==> src/rtl/pipe_port_pkg.sv <==
package pipe_port_pkg;

  typedef enum logic [3:0] {
    CT_PRIMARY = 4'b0100,
    CT_ALT     = 4'b0010
  } chip_type_e;

  // identification byte: type code high nibble, revision low nibble
  function automatic logic [7:0] id_byte(input logic alt, input logic [3:0] rev);
    chip_type_e ct;
    ct = alt ? CT_ALT : CT_PRIMARY;
    return {ct, rev};
  endfunction

  // counter step with natural wrap
  function automatic logic [15:0] count_step(input logic [15:0] cur);
    return cur + 16'd1;
  endfunction

endpackage

==> src/rtl/ppa_pair_seq.sv <==
module ppa_pair_seq #(
  parameter logic [7:0] TEMP_RST = 8'h22
) (
  input  logic        clk,
  input  logic        rst_n,
  input  logic        host_sel,
  input  logic        host_rd,
  input  logic        host_wr,
  input  logic [7:0]  host_wdata,
  input  logic        pipe_en,
  output logic [7:0]  temp_q,
  output logic        load,
  output logic [15:0] load_val
);

  logic phase_q;
  logic port_wr, wr_accept, low_cap, hi_done, foreign_acc;

  assign port_wr     = host_wr & host_sel;
  assign wr_accept   = port_wr & pipe_en;
  assign low_cap     = wr_accept & ~phase_q;
  assign hi_done     = wr_accept & phase_q;
  assign foreign_acc = host_rd | (host_wr & ~host_sel);

  assign load     = hi_done;
  assign load_val = {host_wdata, temp_q};

  always_ff @(posedge clk) begin
    if (!rst_n) begin
      phase_q <= 1'b0;
      temp_q  <= TEMP_RST;
    end else begin
      if (low_cap) temp_q <= host_wdata;
      if (!pipe_en || hi_done || foreign_acc) phase_q <= 1'b0;
      else if (low_cap)                       phase_q <= 1'b1;
    end
  end


  low_capture_chk: assert property (@(posedge clk) disable iff (!rst_n)
    low_cap |=> (phase_q && temp_q == $past(host_wdata)));

  pair_done_chk: assert property (@(posedge clk) disable iff (!rst_n)
    load |=> !phase_q);

  abort_clears_chk: assert property (@(posedge clk) disable iff (!rst_n)
    (phase_q && foreign_acc) |=> !phase_q);

  ignored_write_chk: assert property (@(posedge clk) disable iff (!rst_n)
    (host_wr && !pipe_en) |=> ($stable(temp_q) && !phase_q));

endmodule

==> src/rtl/ppa_read_mux.sv <==
module ppa_read_mux
  import pipe_port_pkg::*;
#(
  parameter logic [3:0] REV_NUM = 4'h0
) (
  input  logic       host_sel,
  input  logic       host_rd,
  input  logic       addr_valid,
  input  logic       strap_alt,
  input  logic [7:0] temp_q,
  output logic [7:0] rd_data
);

  logic [7:0] id_val;
  assign id_val = id_byte(strap_alt, REV_NUM);

  always_comb begin
    rd_data = 8'h00;
    if (host_rd && host_sel) rd_data = addr_valid ? temp_q : id_val;
  end


  idle_zero_chk: assert final (host_rd || rd_data == 8'h00);

endmodule

==> src/rtl/ppa_buf_counter.sv <==
module ppa_buf_counter
  import pipe_port_pkg::*;
#(
  parameter int CNT_W = 16
) (
  input  logic             clk,
  input  logic             rst_n,
  input  logic             load,
  input  logic [CNT_W-1:0] load_val,
  input  logic             step,
  output logic [CNT_W-1:0] count
);

  always_ff @(posedge clk) begin
    if (!rst_n)    count <= '0;
    else if (load) count <= load_val;
    else if (step) count <= count_step(count);
  end


  step_wrap_chk: assert property (@(posedge clk) disable iff (!rst_n)
    (!load && step) |=> count == $past(count) + 1'b1);

  load_wins_chk: assert property (@(posedge clk) disable iff (!rst_n)
    load |=> count == $past(load_val));

endmodule

==> src/rtl/pipe_addr_port.sv <==
module pipe_addr_port #(
  parameter int             ADDR_W   = 4,
  parameter logic [ADDR_W-1:0] PORT_OFS = 7,
  parameter logic [3:0]     REV_NUM  = 4'h0,
  parameter logic [7:0]     TEMP_RST = 8'h22,
  parameter int             CNT_W    = 16
) (
  input  logic              clk,
  input  logic              rst_n,
  input  logic [ADDR_W-1:0] host_addr,
  input  logic [7:0]        host_wdata,
  input  logic              host_rd,
  input  logic              host_wr,
  input  logic              ctl_addr_valid,
  input  logic              ctl_pipe_en,
  input  logic              strap_alt_type,
  input  logic              xfer_strobe,
  output logic [7:0]        rd_data,
  output logic              cnt_load,
  output logic [CNT_W-1:0]  cnt_load_val,
  output logic [CNT_W-1:0]  buf_count
);

  logic       host_sel;
  logic [7:0] temp_q;

  assign host_sel = (host_addr == PORT_OFS);

  ppa_pair_seq #(.TEMP_RST(TEMP_RST)) u_seq (
    .clk(clk), .rst_n(rst_n), .host_sel(host_sel), .host_rd(host_rd),
    .host_wr(host_wr), .host_wdata(host_wdata), .pipe_en(ctl_pipe_en),
    .temp_q(temp_q), .load(cnt_load), .load_val(cnt_load_val)
  );

  ppa_read_mux #(.REV_NUM(REV_NUM)) u_mux (
    .host_sel(host_sel), .host_rd(host_rd), .addr_valid(ctl_addr_valid),
    .strap_alt(strap_alt_type), .temp_q(temp_q), .rd_data(rd_data)
  );

  ppa_buf_counter #(.CNT_W(CNT_W)) u_cnt (
    .clk(clk), .rst_n(rst_n), .load(cnt_load), .load_val(cnt_load_val),
    .step(xfer_strobe), .count(buf_count)
  );


  single_load_chk: assert property (@(posedge clk) disable iff (!rst_n)
    cnt_load |=> !cnt_load);

endmodule

==> config.mk <==
export PLATFORM = sky130hd
export DESIGN_NAME = pipe_addr_port
export DESIGN_NICKNAME = d
export VERILOG_FILES = /design/src/rtl/pipe_port_pkg.sv /design/src/rtl/ppa_pair_seq.sv /design/src/rtl/ppa_read_mux.sv /design/src/rtl/ppa_buf_counter.sv /design/src/rtl/pipe_addr_port.sv
export SDC_FILE = /design/constraint.sdc
export NUM_CORES = 1
export LEC_CHECK = 0
export ABC_CLOCK_PERIOD_IN_PS = 1500
export BUFFER_PORTS_ARGS = -buffer_cell sky130_fd_sc_hd__clkbuf_2
export CAP_MARGIN = 20
export CORE_MARGIN = 2
export CORE_UTILIZATION = 41
export DETAILED_ROUTE_END_ITERATION = 16
export GPL_ROUTABILITY_DRIVEN = 0
export PLACE_DENSITY = 0.83
export RECOVER_POWER = 25
export SYNTH_ARGS = -nofsm -noshare
export SYNTH_HDL_FRONTEND = slang
export SYNTH_SLANG_ARGS = --single-unit
==> constraint.sdc <==
create_clock -name clk -period 1.5 [get_ports clk]
set_input_delay 0.3 -clock clk [delete_from_list [all_inputs] [get_ports clk]]
set_output_delay 0.3 -clock clk [all_outputs]
set_load 0.02 [all_outputs]
### Word-level counts from Yosys, hierarchy flattened

Index checks and enable logic that the tools add are counted.

| storage, ports and cells | value |
|---|---|
| bits of input ports | 20 |
| output and inout port bits | 41 |
| register bits | 25 |
| word-level logic and storage cells | 25 |

| cells by class | value |
|---|---|
| add/sub/neg operators | 1 |
| muxes and demuxes | 5 |
| reductions and logical operators | 6 |
| equality and inequality tests | 1 |
| bitwise logic cells | 9 |

Operators by type and width:

| operator | count |
|---|---|
| 16-bit two-way mux | 2 |
| 16-bit by 1-bit adder with 16-bit output, second input constant | 1 |
| 8-bit two-way mux | 2 |
| 1-bit AND | 5 |
| 4-bit by 3-bit equality test with 1-bit output, second input constant | 1 |
| 3-bit two-way mux | 1 |
| 1-bit NOT | 3 |
| 1-bit logical OR | 2 |
| 2-bit nonzero test | 1 |
| 2-bit OR reduction | 1 |
| 1-bit logical AND | 1 |
| 1-bit zero test | 1 |
| 1-bit bitwise OR | 1 |

### Logic depth before layout (Yosys ltp)

Gate-level depths: netlist of run 1.

| depth | value |
|---|---|
| depth after elaboration | 7 |
| depth in mapped cells | 5 |
| depth with buffers taken out | 5 |

### Modules after synthesis

From an unflattened synthesis of run 1, not the netlist that was laid out.

| second synthesis, totals | value |
|---|---|
| cell total of the unflattened synthesis | 170 |
| area, all modules | 1,524.0 um2 |

Modules (own cells, without submodules):

| module | cells an instance | times used | area an instance (um2) | sequential area each (um2) |
|---|---|---|---|---|
| ppa_buf_counter | 99 | 1 | 919.6 | 320.3 |
| ppa_pair_seq | 57 | 1 | 513.0 | 180.2 |
| ppa_read_mux | 13 | 1 | 81.3 | 0.0 |
| pipe_addr_port | 1 | 1 | 10.0 | 0.0 |

### Worst setup path before layout of run 1

OpenSTA, ideal clock, no wires.

| path | value |
|---|---|
| path type | register to register |
| start point | register u_cnt.count[0] |
| end point | register u_cnt.count[14] |
| data arrival time | 1.695 ns |
| setup time | 0.074 ns |
| data required time | 1.426 ns |
| setup slack | -0.269 ns |
| period minus slack after synthesis | 1.769 ns |
| cell stages (with the launch flop) | 6 |
| buffers on the path | 0 |
| path through | dfxtp_1 > ha_1 > nand3_1 > or4_1 > or3_1 > a31oi_1 |

| between the ends | value |
|---|---|
| cells in the longest elaborated chain, start to end | 3 |

RTL lines:

| what | RTL line | RTL |
|---|---|---|
| from (decl) | ppa_buf_counter.sv:11 | `output logic [CNT_W-1:0] count` |
| from (signal assigned) | ppa_buf_counter.sv:16 | `else if (load) count <= load_val;` |
| from (signal assigned) | ppa_buf_counter.sv:17 | `else if (step) count <= count_step(count);` |
| 16-bit by 1-bit adder with 16-bit output | pipe_port_pkg.sv:17 | `return cur + 16'd1;` |
| 16-bit two-way mux | ppa_buf_counter.sv:17 |  |
| 16-bit two-way mux | ppa_buf_counter.sv:16 |  |

No other way between the ends. The select of a mux whose other input is x is not followed.
A chain may end at the register's enable or synchronous reset.

### Worst setup path in the final report of run 1

Ends and elaborated chain as after synthesis.

==> metrics.yaml, run 1 <==
yosys:
  ys_types: 32
  seq_area_frac_synth: 0.379
  synth_top_area_frac: 0.379
  synth_edf_count: 0
  synth-simple-area-share: 0.242
  syn_inst: 156
  synth_area_leader_cell: "dfxtp_1"
  netlist_area_um2: 1320
  synth_fa_ha_area_frac: 0.00947
  synth_mux_area_frac: 0.0767
  async_flop_share: 0
  synth_xor_area_frac: 0.0795
  synth_flop_cell: "dfxtp_1"
  synth_top_cells_by_area: "dfxtp_1 38%, mux2i_1 6.8%, xnor2_1 6.0%, o21ai_0 4.5%, buf_4 4.5%"
  avgSynthCellArea_um2: 8.47
  synth_compound_area_frac: 0.130
  synth-warning-count: 0
  synth_top_family_by_area: "simple AND/OR/NAND/NOR gates"
  synth_seq_cells: 25
  syn-num-nets: 177
detailed_routing:
  ant_nets: 0
  wl_per_cell_um: 13.2
  route.detailed.drc: 0
  first_iter_violations: 40
  vias: 1400
  first_pass_iters: 4
  avgViaCountPerCell: 5.15
  routed_wl_um: 3580
finish:
  insertedDiodeCount: 0
  drive_gt1_frac: 0.469
  final_cell_mix: "44 x clkbuf_2, 18 x buf_4, 15 x nor2_1"
  final_nets: 250
  area_growth_pct: 44.9
  final_common_cell: "clkbuf_2"
  fin_area_um2: 1910
  fin_util: 0.627
critical_path:
  worstPathCellList: "ha_4, nand3_4, or4_4, or3_1, a31oi_1"
  ff2ff_path_depth: 5
  reg2reg_slack_ns: -0.004
  max_stage_delay_ns: 0.42
  rr_endpoint: "u_cnt.count[14]"
  worstSetupPathType: "reg2reg"
  r2r_start: "u_cnt.count[0]"
  slowest_stage: "or4_4"
  cp_max_fo: 2
  start_kind: "flop"
  cp.required_ns: 1.76
  worstPathArrival_ns: 1.77
  critPathCaptureType: "flop"
floorplanning:
  die_h_um: 60.8
  io_pins: 61
  fp.coreArea_um2: 3050
  die_w_um: 60.8
  dieArea_um2: 3690
  initial_core_util: 0.433
  num_rows: 20
timing:
  setup_slack_ns: -0.00364
  fin_hold_ws_ns: 0.157
  worst_pin_slew_ns: 0.624
  rsz0062_at_grt: "true"
  drv_slew: 0
  setup_viol: 1
  fin_crit_ns: 1.50
  clock.fmax_mhz: 665
  hold_viol: 0
  post-route-period-util: 1.00
  slew_headroom: 0.584
  fin_worst_skew_ns: 0.00804
clocking:
  cts_max_level: 1
  cts_root_buffer: "clkbuf_4"
  cts_made_buffers: 3
  cts_tree: "done"
  cts.path.max_buffers: 2
  path_clk_slew_ns: 0.14
  insertion_delay_ns: 0.32
  cts_sinks: 25
min_path:
  hold_path_depth: 2
  holdCritStartpoint: "host_rd"
  hold_end: "u_seq.phase_q"
  min_path_type: "in2reg"
run_status:
  status: "complete, but fails checks"
  failed_checks: "setup timing"
global_routing:
  antenna_found_initial: 0
  grt_max_degree: 33
  grt_pass1_wl_um: 5310
  grt_pass1_vias: 1260
  gr-total-overflow: 0
  grt_use_total: 0.192
power_and_ir_drop:
  peakVddDrop_mv: 0.363
  total_leakage_power_nw: 0.871
  power_mw: 1.13
  power_density_nw_per_um2: 590
run:
  drv_cap: 0
placed_design:
  dp_hpwl_um: 2660
  dpl-instance-area_um2: 1790
  numPortBuffers: 60
-- cell type report --
| type | instances | area (µm²) |
|---|---|---|
| inverter | 6 | 22.5 |
| fill | 280 | 1140 |
| sequential | 25 | 524 |
| tap | 44 | 55.1 |
| timing repair buffer | 83 | 517 |
| clock inverter | 1 | 5.00 |
| clock buffer | 3 | 22.5 |
| multi-input combinational | 110 | 768 |
-- worst max path at each step --
stage / start / to / slack [ns] / depth (start not counted)
global route: u_cnt.count[0] / u_cnt.count[14] / -0.07 / 5
finish: u_cnt.count[0] / u_cnt.count[14] / -0.004 / 5
detailed placement: host_addr[3] / rd_data[1] / -0.10 / 5
global placement: host_addr[3] / rd_data[1] / -0.07 / 5
floorplan: u_cnt.count[0] / u_cnt.count[14] / -0.08 / 5
CTS: u_cnt.count[0] / u_cnt.count[14] / -0.005 / 5
-- critical path: cells and delay by family, from the launching register on --
family / cells / cell delay, ns
DFF: 1 / 0.38
AOI/OAI and AO/OA: 1 / 0.12
and+or+nand+nor: 3 / 0.80
adders and majority gates: 1 / 0.14
-- metrics by stage --
step | setup TNS, ns | worst slack [ns] | cells
2_1_floorplan | -0.0795 | -0.0795 | 156
3_3_place_gp | -0.426 | -0.0668 | 264
4_1_cts | -0.00519 | -0.00519 | 271
6_report | -0.00364 | -0.00364 | 272
3_5_place_dp | -0.790 | -0.105 | 264
5_1_grt | -0.254 | -0.0697 | 272
-- metal layers --
layer	share of wire	global-route usage	up-vias	wire length, µm
li1	-	-	693	-
met1	0.41	0.251	643	1480
met2	0.51	0.327	60	1830
met3	0.068	0.0362	4	245
met4	0.0061	0.0435	0	22
met5	0	0	-	0
-- synth_stat cells, types with 2 or more instances --
library cell   n
clkbuf_1       6
xnor2_1        9
nand2_1        8
nor3_1         7
xor2_1         3
mux2i_1        9
o21ai_0       12
a211oi_1       6
a31oi_1        2
buf_4          8
and2_1         6
nand4_1        5
nor2b_1        2
nand3_1        4
nor2_1        15
dfxtp_1       25
inv_1          6
a21oi_1        9
-- sequential cells by signal, summed over array words and instances (netlist names) --
| signal | cells |
|---|---|
| u_cnt.count | 16 |
| u_seq.phase_q | 1 |
| u_seq.temp_q | 8 |
-- report_power, final --
part / internal [mW] / switching (mW)
Clock: 0.0997 / 0.206
Combinational: 0.0608 / 0.0862
Sequential: 0.668 / 0.00735
-- kinds of logic after synthesis --
kind of cell    count (synthesis)
fa+ha+maj                       1
compound gates                 30
mux                            10
flops                          25
simple gates                   57
xor+xnor                       12
buf+inv                        21
-- repair_timing --
action | CTS | global route
pin swaps | 3 | 4
buffers inserted | 3 | 1
resized for setup | 7 | 31
endpoints found under the setup margin | 9 | 13
hold buffers | 0 | 0
Power figures use the tool's default switching activity.
==> inputs of run 2 (changes only) <==
GPL_ROUTABILITY_DRIVEN = 1   (was 0)
PLACE_DENSITY = 0.74   (was 0.83)
==> metrics.yaml, run 2 (same netlist as run 1, synthesis figures left out) <==
run_status:
  status: "complete, but fails checks"
  failed_checks: "setup timing"
clocking:
  cts_max_level: 1
  cts_tree: "done"
  cts.path.max_buffers: 2
  insertion_delay_ns: 0.33
  cts_root_buffer: "clkbuf_4"
  cts_sinks: 25
  path_clk_slew_ns: 0.15
  cts_made_buffers: 3
  ctsHoldBuffers: 0
floorplanning:
  die_h_um: 60.8
  initial_core_util: 0.433
  die_w_um: 60.8
  dieArea_um2: 3690
  io_pins: 61
  fp.coreArea_um2: 3050
  num_rows: 20
finish:
  fin_util: 0.631
  drive_gt1_frac: 0.457
  final_common_cell: "clkbuf_2"
  fin_area_um2: 1930
  reg_top3: "u_cnt.count (16), u_seq.temp_q (8), u_seq.phase_q (1)"
  insertedDiodeCount: 0
  final_nets: 254
  final_cells: 276
  final_cell_mix: "45 x clkbuf_2, 26 x buf_4, 15 x nor2_1"
  largest_reg_flops: 16
  area_growth_pct: 45.8
  fillers: 312
  largest_register: "u_cnt.count"
placed_design:
  numPortBuffers: 60
  dpl.cell_count: 266
  dp_hpwl_um: 2630
  dpl-instance-area_um2: 1810
  place_congestion: 0.742
  dp_slack_ns: -0.100
critical_path:
  reg2reg_slack_ns: -0.05
  worstPathArrival_ns: 1.82
  r2r_start: "u_cnt.count[0]"
  crit_path_end: "u_cnt.count[14]"
  start_kind: "flop"
  cp-startpoint: "u_cnt.count[0]"
  worstSetupPathType: "reg2reg"
  cp.required_ns: 1.77
  rr_endpoint: "u_cnt.count[14]"
  cp_max_fo: 2
  ff2ff_path_depth: 5
  critPathCaptureType: "flop"
detailed_routing:
  routed_wl_um: 3460
  ant_nets: 0
  route.detailed.drc: 0
  avgViaCountPerCell: 4.98
  first_pass_iters: 4
  wl_per_cell_um: 12.5
  vias: 1375
  first_iter_violations: 29
power_and_ir_drop:
  power_mw: 1.16
  power_density_nw_per_um2: 604
  peakVddDrop_mv: 0.628
  total_leakage_power_nw: 0.880
timing:
  fin_crit_ns: 1.55
  setup_slack_ns: -0.0490
  clock.fmax_mhz: 646
  drv_slew: 0
  rsz0062_at_grt: "true"
  slew_headroom: 0.749
  post-route-period-util: 1.03
  worst_pin_slew_ns: 0.373
  setup_viol: 1
  hold_viol: 0
  fin_worst_skew_ns: 0.00537
global_routing:
  grt_pass1_vias: 1214
  grt_max_degree: 32
  grt_pass1_wl_um: 5540
  antenna_found_initial: 0
  gr-total-overflow: 0
  grt_use_total: 0.200
min_path:
  min_path_type: "in2reg"
  hold_path_depth: 2
  holdCritStartpoint: "host_rd"
run:
  drv_cap: 0
-- run 2: cell count changes in the layout (fill, tap and decap cells not counted), moves of 2 or more --
cell    previous run  this run
buf_2              2         0
buf_4             18        26
and2_4             5         1
and2_1             1         5
buf_6              8         4
-- run 2: layout make-up --
cell class	count	area, µm²	area share
Multi-Input combinational cell	110	763	0.396
Timing Repair Buffer	87	531	0.275
Sequential cell	25	524	0.272
Tap cell	44	55.1	0.0286
Clock buffer	3	22.5	0.0117
Inverter	6	22.5	0.0117
Clock inverter	1	8.76	0.00455
-- run 2: repair_timing --
action | in CTS | in global routing
hold endpoints to repair | 0 | 0
setup buffers | 3 | 3
gates resized for setup | 6 | 23
endpoints found under the setup margin | 8 | 14
pin swaps | 2 | 5
-- run 2: metrics by stage --
step                      setup TNS [ns]  hold slack [ns]
after floorplan                  -0.0795            0.377
after global placement            -0.442            0.498
after detailed placement          -0.699            0.502
after CTS                        -0.0163            0.140
after global routing              -0.220            0.135
final                            -0.0490            0.141
-- run 2: critical path, stage by stage (launching register included) --
cell     delay, ns
dfxtp_4       0.39
ha_4          0.14
nand3_4       0.07
or4_4         0.43
or3_4         0.33
a31oi_1       0.12
-- run 2: metal layers --
layer	wire length, µm	global-route usage	part of all wire	vias to the layer above
li1	-	-	-	700
met1	1600	0.270	0.46	632
met2	1660	0.329	0.48	41
met3	184	0.0469	0.053	2
met4	18	0.0373	0.0052	0
met5	0	0	0	-
-- run 2: worst min path at each step --
stage / slack [ns] / end
2_1_floorplan: 0.38 / u_seq.phase_q
3_3_place_gp: 0.50 / u_seq.phase_q
3_5_place_dp: 0.50 / u_seq.phase_q
4_1_cts: 0.14 / u_seq.phase_q
5_1_grt: 0.14 / u_seq.phase_q
6_report: 0.14 / u_seq.phase_q
-- run 2: power breakdown --
group          internal (mW)  switching [mW]  total (mW)
sequential             0.668         0.00774       0.676
clock                  0.109           0.228       0.337
combinational         0.0620          0.0876       0.150
total                  0.839           0.324        1.16
==> inputs of run 3 (changes only) <==
SETUP_SLACK_MARGIN = 0.2   (was default)
==> metrics.yaml, run 3 (same netlist as run 1, synthesis figures left out) <==
timing:
  fin_worst_skew_ns: 0.00577
  setup_viol: 9
  tns_ns: -0.312
  setup_slack_ns: -0.0940
  worst_pin_slew_ns: 0.397
  hold_viol: 0
  drv_slew: 0
  clock.fmax_mhz: 627
  rsz0062_at_grt: "true"
  fin_crit_ns: 1.59
  slew_headroom: 0.735
  post-route-period-util: 1.06
finish:
  final_cell_mix: "34 x clkbuf_2, 26 x buf_4, 23 x buf_6"
  reg_top3: "u_cnt.count (16), u_seq.temp_q (8), u_seq.phase_q (1)"
  largest_reg_flops: 16
  final_nets: 274
  drive_gt1_frac: 0.599
  fillers: 216
  area.sequential_um2: 543
  largest_register: "u_cnt.count"
  multi_input_area_um2: 910
  fin_area_um2: 2460
  final_common_cell: "clkbuf_2"
  insertedDiodeCount: 0
  area_growth_pct: 86.1
power_and_ir_drop:
  power_density_nw_per_um2: 491
  total_leakage_power_nw: 1.15
  peakVddDrop_mv: 0.483
placed_design:
  dp_slack_ns: -0.0386
  numPortBuffers: 60
  dp_hpwl_um: 2670
  dpl-instance-area_um2: 1860
  place_congestion: 0.743
floorplanning:
  initial_core_util: 0.433
  die_h_um: 60.8
  num_rows: 20
  io_pins: 61
  dieArea_um2: 3690
  die_w_um: 60.8
  fp.coreArea_um2: 3050
detailed_routing:
  ant_nets: 0
  wl_per_cell_um: 16.8
  routed_wl_um: 4960
  route.detailed.drc: 0
  first_pass_iters: 4
  first_iter_violations: 110
  avgViaCountPerCell: 5.36
  vias: 1586
clocking:
  cts_tree: "done"
  cts_max_level: 1
  cts_made_buffers: 3
  cts_root_buffer: "clkbuf_4"
  path_clk_slew_ns: 0.15
  cts_sinks: 25
  insertion_delay_ns: 0.35
  cts.path.max_buffers: 2
min_path:
  hold_end: "u_seq.phase_q"
  holdCritStartpoint: "host_rd"
  min_path_type: "in2reg"
  hold_path_depth: 2
global_routing:
  grt_use_total: 0.244
  antenna_found_initial: 0
  gr-total-overflow: 0
  grt_pass1_wl_um: 6510
  grt_pass1_vias: 1338
  grt_max_degree: 21
run_status:
  status: "complete, but fails checks"
  failed_checks: "setup timing"
critical_path:
  rr_endpoint: "u_cnt.count[14]"
  cp-startpoint: "u_cnt.count[0]"
  reg2reg_slack_ns: -0.09
  worstPathArrival_ns: 1.87
  critPathCaptureType: "flop"
  r2r_start: "u_cnt.count[0]"
  slowest_stage: "or4_4"
  worst-path-buf-inv: 0
  crit_family: "simple AND/OR/NAND/NOR gates"
  cp_max_fo: 2
  start_kind: "flop"
  worstSetupPathType: "reg2reg"
  ff2ff_path_depth: 5
  cp.required_ns: 1.78
  max_stage_delay_ns: 0.42
  worstPathCellList: "ha_4, nand3_4, or4_4, or3_1, a31oi_1"
run:
  drv_cap: 0
## run 3: cell type report
type,instances,area share
flip-flops and latches,25,0.221
well taps,44,0.0224
clock buffers,3,0.00916
repair buffers,107,0.364
clock inverters,1,0.00305
multi-input cells,110,0.370
inverters,6,0.0102
## run 3: timing repair
action	CTS	global route
endpoints found under the setup margin	26	35
gates resized for setup	55	49
pin swaps	14	23
gates cloned	0	0
hold buffers	0	0
buffers inserted	7	18
## run 3: worst max-delay path by stage
stage                      end  slack [ns]  cells past startpoint
3_3_place_gp    u_cnt.count[9]       -0.05                      7
4_1_cts        u_cnt.count[14]       -0.02                      5
3_5_place_dp    u_cnt.count[9]       -0.04                      7
2_1_floorplan  u_cnt.count[14]       -0.07                      5
5_1_grt        u_cnt.count[14]       -0.13                      5
6_report       u_cnt.count[14]       -0.09                      5
## run 3: routing by layer
metal | global-route usage | vias to the layer above | part of all wire | routed length, µm
li1 | - | 732 | - | -
met1 | 0.307 | 756 | 0.39 | 1960
met2 | 0.409 | 77 | 0.51 | 2510
met3 | 0.0448 | 21 | 0.053 | 264
met4 | 0.106 | 0 | 0.045 | 225
met5 | 0 | - | 0 | 0
## run 3: power by group
part	internal (mW)	switching, mW	leakage, nW
Combinational	0.0896	0.110	0.920
Clock	0.103	0.236	0.0139
Sequential	0.660	0.00805	0.211
## run 3: worst register-to-register path, cell delays in order (launching register included)
cell and delay (ns):
dfxtp_4 0.39, ha_4 0.15, nand3_4 0.07, or4_4 0.42, or3_1 0.34, a31oi_1 0.16
## run 3: per-stage QoR
step	cells	power, mW	utilization	hold slack [ns]
final	296	1.21	0.805	0.135
after global routing	296	1.24	0.805	0.146
after CTS	278	1.17	0.718	0.129
after detailed placement	267	0.835	0.609	0.507
after global placement	267	0.833	0.609	0.504
after floorplan	156	0.772	-	0.377
